File: src/rtl/mbrst_pkg.sv
package mbrst_pkg;
  localparam int unsigned VREQ_SET_BIT = 0;
  localparam int unsigned VREQ_CLR_BIT = 1;
  localparam int unsigned VACK_BIT     = 2;
  localparam int unsigned ENTRY_BIT    = 4;
  localparam int unsigned EXIT_BIT     = 5;
  localparam int unsigned QUERY_BIT    = 6;

  typedef enum logic [1:0] {
    ACT_NONE,
    ACT_TO_QUERY,
    ACT_TO_ENTRY,
    ACT_EXIT
  } act_e;

  typedef enum logic [3:0] {
    ST_IDLE,
    ST_INIT_CLR,
    ST_INIT_ENTRY,
    ST_WAIT,
    ST_SAMPLE,
    ST_CLR_A,
    ST_DB,
    ST_CLR_B,
    ST_OUT,
    ST_SETTLE,
    ST_RECHECK,
    ST_NEXT
  } st_e;
endpackage

File: src/rtl/mbrst_decode.sv
module mbrst_decode
  import mbrst_pkg::*;
#(
  parameter int unsigned CSR_W = 8
) (
  input  logic [CSR_W-1:0] csr_i,
  output act_e             act_o,
  output logic [CSR_W-1:0] mask_o,
  output logic [CSR_W-1:0] out_o
);
  localparam logic [CSR_W-1:0] M_E = CSR_W'(1) << ENTRY_BIT;
  localparam logic [CSR_W-1:0] M_X = CSR_W'(1) << EXIT_BIT;
  localparam logic [CSR_W-1:0] M_Q = CSR_W'(1) << QUERY_BIT;

  // exact-value match: any extra bit makes the value unrecognised
  always_comb begin
    act_o  = ACT_NONE;
    mask_o = '0;
    out_o  = '0;
    if (csr_i == (M_E | M_X) || csr_i == (M_E | M_X | M_Q)) begin
      act_o  = ACT_TO_QUERY;
      mask_o = M_E | M_X;
      out_o  = M_Q;
    end else if (csr_i == M_E || csr_i == (M_E | M_Q)) begin
      act_o  = ACT_TO_ENTRY;
      mask_o = M_E | M_Q;
      out_o  = M_E;
    end else if (csr_i == M_Q) begin
      act_o  = ACT_TO_ENTRY;
      mask_o = M_Q;
      out_o  = M_E;
    end else if (csr_i == M_X || csr_i == (M_X | M_Q)) begin
      act_o  = ACT_EXIT;
      mask_o = M_X;
      out_o  = M_X;
    end
  end
endmodule

File: src/rtl/mbrst_timer.sv
module mbrst_timer #(
  parameter int unsigned CNT_W = 16
) (
  input  logic             clk_i,
  input  logic             rst_ni,
  input  logic             load_i,
  input  logic [CNT_W-1:0] load_val_i,
  output logic             expired_o
);
  logic [CNT_W-1:0] cnt_q;

  always_ff @(posedge clk_i or negedge rst_ni) begin
    if (!rst_ni)              cnt_q <= '0;
    else if (load_i)          cnt_q <= load_val_i;
    else if (cnt_q != '0)     cnt_q <= cnt_q - CNT_W'(1);
  end

  assign expired_o = (cnt_q == '0);
endmodule

File: src/rtl/mbrst_budget.sv
module mbrst_budget #(
  parameter int unsigned MAX_POLLS = 2000
) (
  input  logic clk_i,
  input  logic rst_ni,
  input  logic clr_i,
  input  logic inc_i,
  output logic spent_o
);
  localparam int unsigned BUD_W = $clog2(MAX_POLLS + 1);
  localparam logic [BUD_W-1:0] LIMIT = BUD_W'(MAX_POLLS);

  logic [BUD_W-1:0] cnt_q;

  always_ff @(posedge clk_i or negedge rst_ni) begin
    if (!rst_ni)                    cnt_q <= '0;
    else if (clr_i)                 cnt_q <= '0;
    else if (inc_i && cnt_q != LIMIT) cnt_q <= cnt_q + BUD_W'(1);
  end

  assign spent_o = (cnt_q == LIMIT);
endmodule

File: src/rtl/mbrst_handshake.sv
module mbrst_handshake
  import mbrst_pkg::*;
#(
  parameter int unsigned CSR_W     = 8,
  parameter int unsigned CNT_W     = 16,
  parameter int unsigned MAX_POLLS = 2000
) (
  input  logic             clk_i,
  input  logic             rst_ni,
  input  logic             start_i,
  input  logic             secure_i,
  input  logic [CNT_W-1:0] poll_cycles_i,
  input  logic [CNT_W-1:0] settle_cycles_i,
  input  logic [CSR_W-1:0] csr_in_i,
  output logic             in_clr_o,
  output logic [CSR_W-1:0] in_clr_mask_o,
  output logic             db_clr_o,
  output logic             out_we_o,
  output logic [CSR_W-1:0] out_data_o,
  output logic             busy_o,
  output logic             done_o,
  output logic             timeout_o
);
  localparam logic [CSR_W-1:0] M_E = CSR_W'(1) << ENTRY_BIT;
  localparam logic [CSR_W-1:0] M_Q = CSR_W'(1) << QUERY_BIT;
  localparam logic [CSR_W-1:0] M_VALID_Q = (CSR_W'(1) << VREQ_SET_BIT)
                                         | (CSR_W'(1) << VREQ_CLR_BIT)
                                         | (CSR_W'(1) << VACK_BIT) | M_Q;

  st_e              st_q, st_d;
  act_e             act_q, act_d, dec_act;
  logic [CSR_W-1:0] mask_q, mask_d, oval_q, oval_d, dec_mask, dec_out;
  logic             busy_q, busy_d, done_q, done_d, to_q, to_d;
  logic             tmr_load, tmr_exp, bud_clr, bud_inc, bud_spent;
  logic [CNT_W-1:0] tmr_val;

  mbrst_decode #(.CSR_W(CSR_W)) u_dec (
    .csr_i  (csr_in_i),
    .act_o  (dec_act),
    .mask_o (dec_mask),
    .out_o  (dec_out)
  );

  mbrst_timer #(.CNT_W(CNT_W)) u_tmr (
    .clk_i      (clk_i),
    .rst_ni     (rst_ni),
    .load_i     (tmr_load),
    .load_val_i (tmr_val),
    .expired_o  (tmr_exp)
  );

  mbrst_budget #(.MAX_POLLS(MAX_POLLS)) u_bud (
    .clk_i   (clk_i),
    .rst_ni  (rst_ni),
    .clr_i   (bud_clr),
    .inc_i   (bud_inc),
    .spent_o (bud_spent)
  );

  always_comb begin
    st_d     = st_q;
    act_d    = act_q;
    mask_d   = mask_q;
    oval_d   = oval_q;
    busy_d   = busy_q;
    done_d   = 1'b0;
    to_d     = 1'b0;
    tmr_load = 1'b0;
    tmr_val  = poll_cycles_i;
    bud_clr  = 1'b0;
    bud_inc  = 1'b0;
    case (st_q)
      ST_IDLE: begin
        if (start_i) begin
          if (secure_i) begin
            st_d   = ST_INIT_CLR;
            busy_d = 1'b1;
          end else begin
            done_d = 1'b1;
          end
        end
      end
      ST_INIT_CLR:   st_d = ST_INIT_ENTRY;
      ST_INIT_ENTRY: begin
        st_d     = ST_WAIT;
        tmr_load = 1'b1;
        bud_clr  = 1'b1;
      end
      ST_WAIT: if (tmr_exp) st_d = ST_SAMPLE;
      ST_SAMPLE: begin
        bud_inc = 1'b1;
        act_d   = dec_act;
        mask_d  = dec_mask;
        oval_d  = dec_out;
        st_d    = (dec_act == ACT_NONE) ? ST_NEXT : ST_CLR_A;
      end
      ST_CLR_A: st_d = (act_q == ACT_EXIT) ? ST_DB : ST_OUT;
      ST_DB:    st_d = ST_CLR_B;
      ST_CLR_B: st_d = ST_OUT;
      ST_OUT: begin
        if (act_q == ACT_EXIT) begin
          st_d     = ST_SETTLE;
          tmr_load = 1'b1;
          tmr_val  = settle_cycles_i;
        end else begin
          st_d = ST_NEXT;
        end
      end
      ST_SETTLE: if (tmr_exp) st_d = ST_RECHECK;
      ST_RECHECK: begin
        if (csr_in_i[QUERY_BIT]) begin
          st_d = ST_NEXT;
        end else begin
          st_d   = ST_IDLE;
          busy_d = 1'b0;
          done_d = 1'b1;
        end
      end
      ST_NEXT: begin
        if (bud_spent) begin
          st_d   = ST_IDLE;
          busy_d = 1'b0;
          to_d   = 1'b1;
        end else begin
          st_d     = ST_WAIT;
          tmr_load = 1'b1;
        end
      end
      default: st_d = ST_IDLE;
    endcase
  end

  always_ff @(posedge clk_i or negedge rst_ni) begin
    if (!rst_ni) begin
      st_q   <= ST_IDLE;
      act_q  <= ACT_NONE;
      mask_q <= '0;
      oval_q <= '0;
      busy_q <= 1'b0;
      done_q <= 1'b0;
      to_q   <= 1'b0;
    end else begin
      st_q   <= st_d;
      act_q  <= act_d;
      mask_q <= mask_d;
      oval_q <= oval_d;
      busy_q <= busy_d;
      done_q <= done_d;
      to_q   <= to_d;
    end
  end

  always_comb begin
    in_clr_o      = 1'b0;
    in_clr_mask_o = '0;
    db_clr_o      = (st_q == ST_DB);
    out_we_o      = 1'b0;
    out_data_o    = '0;
    case (st_q)
      ST_INIT_CLR: begin in_clr_o = 1'b1; in_clr_mask_o = csr_in_i;  end
      ST_CLR_A:    begin in_clr_o = 1'b1; in_clr_mask_o = mask_q;    end
      ST_CLR_B:    begin in_clr_o = 1'b1; in_clr_mask_o = M_VALID_Q; end
      ST_INIT_ENTRY: begin out_we_o = 1'b1; out_data_o = M_E;    end
      ST_OUT:        begin out_we_o = 1'b1; out_data_o = oval_q; end
      default: ;
    endcase
  end

  assign busy_o    = busy_q;
  assign done_o    = done_q;
  assign timeout_o = to_q;
endmodule

File: config.mk
export PLATFORM = sky130hd
export DESIGN_NAME = mbrst_handshake
export DESIGN_NICKNAME = d
export VERILOG_FILES = /design/src/rtl/mbrst_pkg.sv /design/src/rtl/mbrst_decode.sv /design/src/rtl/mbrst_timer.sv /design/src/rtl/mbrst_budget.sv /design/src/rtl/mbrst_handshake.sv
export SDC_FILE = /design/constraint.sdc
export NUM_CORES = 1
export LEC_CHECK = 0
export ABC_AREA = 1
export BUFFER_PORTS_ARGS = -buffer_cell sky130_fd_sc_hd__buf_2
export CAP_MARGIN = 20
export CORE_ASPECT_RATIO = 1.5
export CORE_UTILIZATION = 40
export DETAILED_ROUTE_END_ITERATION = 10
export PLACE_DENSITY = 0.6
export SETUP_SLACK_MARGIN = 0.4
export SYNTH_ARGS = -nofsm -noshare
export SYNTH_HDL_FRONTEND = slang
export SYNTH_SLANG_ARGS = --single-unit
File: constraint.sdc
create_clock -name clk_i -period 1.7 [get_ports clk_i]
set_input_delay 0.255 -clock clk_i [delete_from_list [all_inputs] [get_ports clk_i]]
set_output_delay 0.255 -clock clk_i [all_outputs]
set_load 0.05 [all_outputs]
==> impl_metrics.ini <==
[sta]
layout_min_cycle_time_ns = 1.85
worst_clock_skew_ns = 0.0162
fmax_mhz = 540
setup_viol = 27
hold_viol_final = 0
fin_crit_sh_pct = 109
rsz0062_at_grt = true
whs_ns = 0.156
setup_slack_ns = -0.153
drv_slew = 0

[detailed_routing]
dr_total_vias = 3616
ant_nets = 0
routedWlPerCell_microns = 15.2
firstDrtPassIters = 5
drt_iter0_drc = 194
drc = 0
routed_wl_microns = 10700
vias_per_cell = 5.14

[run]
cap_violations = 0

[synth]
ys_async_sr_fraction_pct = 100
netlist.area_leader.share_pct = 33.4
synth.area.top_cells = dfrtp_1, nand2_1, nand3_1
synth_edf_count = 0
yosysUniqueCellTypes = 36
synth_area_leader_cell = dfrtp_1
ys_seq_area_share_pct = 33.4
ys_ff_latch = 40
netlist_instances = 467
syn_area_sq_mm = 0.00300
syn_area_per_cell_sq_um = 6.42
yosys_warnings = 0
synth_ff_type = dfrtp_1

[setup_path]
worst-path-buf-inv = 3
endpoint_kind = primary output
max_stage_delay_ns = 0.43
worstRegToRegCells = 9
path_depth = 6
crit_arrival_ns = 1.60
r2r_end = busy_o
path_cells = inv_4 -> nand2_4 -> nor2_8 -> clkinvlp_4 -> o21ai_4 -> buf_6
worstSetupStartpoint = st_q[1]
reg2reg_from = st_q[2]
crit_end = out_data_o[4]
critPathTopFamily = buffers and inverters
startpoint_type = register
rrSetupSlack_ns = -0.05
worstPathMaxFanout = 4
critPathRequiredTime_ns = 1.44
path_class = register to primary output
crit_slowest_cell = dfrtp_1

[clock_network]
cts.path.max_buffers = 2
cts_tree = yes
numCtsBuffers = 5
cts_htree_levels = 2
clkSlewWorstSetupHoldPaths_ns = 0.08
clock_latency_ns = 0.32
cts.sink_count = 40
clock-root-buffer = clkbuf_8

[global_route]
grt_remaining_overflow = 0
grt_pass1_vias = 3551
antenna_found_initial = 0
grt_max_degree = 19
grt_pass1_wl_microns = 16000
grt_usage_pct = 26.4

[finish]
final_util_pct = 68.8
final_cells = 704
synthToLayoutAreaGrowth_pct = 65.6
final_common_cell = nand2_1
nNetsFinal = 650
final_cell_mix = nand2_1, buf_2, buf_4
drive_above_1_share_pct = 47.2
antennaDiodeCount = 0

[placement]
dp_hpwl_microns = 6730
place.gp.congestion = 0.892
dp_cells = 647
port_buffers = 60

[worst_hold_path]
hp-class = primary input to register

[die]
die_w_microns = 72.7
rows = 38
num_io_pins = 66
initial_core_util_pct = 41.5
die_y_microns = 108
core_area_sq_mm = 0.00723
die_area_sq_mm = 0.00786

[power]
internal-power_mw = 4.24
p_leak_nw = 2.43
netSwitchingPower_mw = 4.22
switching_share_pct = 49.9
powerDensity_mw_per_mm2 = 1700
pwr-share-seq_pct = 19.5
peakVddDrop_uv = 1260
comb_power_share_pct = 70.5
pwr-share-clk_pct = 10.0

[outcome]
outcome = complete, but fails checks
violations = setup timing
worst min path at each step:
stage / start / depth (start not counted) / end / slack (ns)
after CTS: csr_in_i[7] / 2 / mask_q[4] / 0.15
after global routing: csr_in_i[7] / 2 / mask_q[4] / 0.16
after detailed placement: rst_ni / 1 / mask_q[4] / 0.21
after floorplan: rst_ni / 0 / act_q[0] / -0.04
final: csr_in_i[7] / 2 / mask_q[4] / 0.16
after global placement: rst_ni / 1 / mask_q[4] / 0.21
logic make-up (layout without fill, tap and decap cells):
logic type      Yosys count  count (layout)  share of synthesized area [%]
compound gates           55              55                           9.84
xor+xnor                  9               9                           2.63
other cells               1               5                          0.125
simple gates            286             288                           42.4
fa+ha+maj                 3               3                           1.25
buf+inv                  73             204                           10.4
flops                    40              40                           33.4
synthesized netlist by cell type (all sizes together), types with 2 or more instances:
master / number
nand2: 157
nor2: 66
inv: 61
nand3: 45
dfrtp: 40
o21ai: 30
a21oi: 18
nand4: 11
buf: 9
xor2: 6
nor3: 4
ha: 3
nand3b: 3
xnor2: 3
clkbuf: 2
final cells by class:
class	instances	area, sq um
Clock buffer	5	68.8
Sequential cell	40	1010
Fill cell	586	2260
Multi-Input combinational cell	360	2320
Inverter	62	290
Clock inverter	3	42.5
Tap cell	100	125
Timing Repair Buffer	134	1120
power groups by stage:
| stage | registers, mW | clock network (mW) | logic, mW |
|---|---|---|---|
| detailed placement | 1.61 | 0 | 3.68 |
| floorplan | 1.62 | 0 | 2.72 |
| global placement | 1.60 | 0 | 3.66 |
| finish | 1.65 | 0.845 | 5.96 |
| CTS | 1.61 | 0.844 | 4.87 |
| global route | 1.69 | 0.899 | 6.38 |
what timing repair did:
| item | in CTS | in global routing |
|---|---|---|
| resized for setup | 99 | 117 |
| hold buffers | 1 | 0 |
| pin swaps | 20 | 27 |
| setup endpoints to repair | 50 | 54 |
| endpoints found under the hold margin | 11 | 0 |
| buffers inserted | 31 | 15 |
| cloned | 2 | 0 |
stage by stage:
stage / power (mW) / setup WS [ns] / setup TNS [ns] / area [sq um]
after CTS: 7.33 / -0.126 / -0.684 / 4470
after detailed placement: 5.29 / 0.0478 / 0 / 3730
after floorplan: 4.34 / 0.0513 / 0 / 3180
after global placement: 5.26 / 0.0714 / 0 / 3730
after global routing: 8.97 / -0.204 / -3.09 / 4970
final: 8.46 / -0.153 / -1.37 / 4970
worst reg2reg max path, cell delays in order (launching register included):
cell     delay (ns)
dfrtp_2        0.44
inv_2          0.09
nand2_4        0.07
buf_4          0.14
buf_4          0.13
buf_8          0.14
o21ai_0        0.29
nand4_1        0.19
nand2_1        0.13
nand2_1        0.05
sequential cells by signal, summed over array words and instances, names as in the netlist:
signal	flops
timeout_o	1
u_tmr.cnt_q	16
st_q	4
mask_q	1
done_o	1
oval_q	3
u_bud.cnt_q	11
act_q	2
busy_o	1
layer usage:
metal  vias to the layer above  wire [microns]  GRT usage (%)
met3                        38             336           2.61
met1                      1707            3960           28.1
li1                       1752               -              -
met2                       119            5930           51.3
met4                         0             448           11.2
met5                         -               0              0
Note: power is estimated with default switching activity, not from simulation.
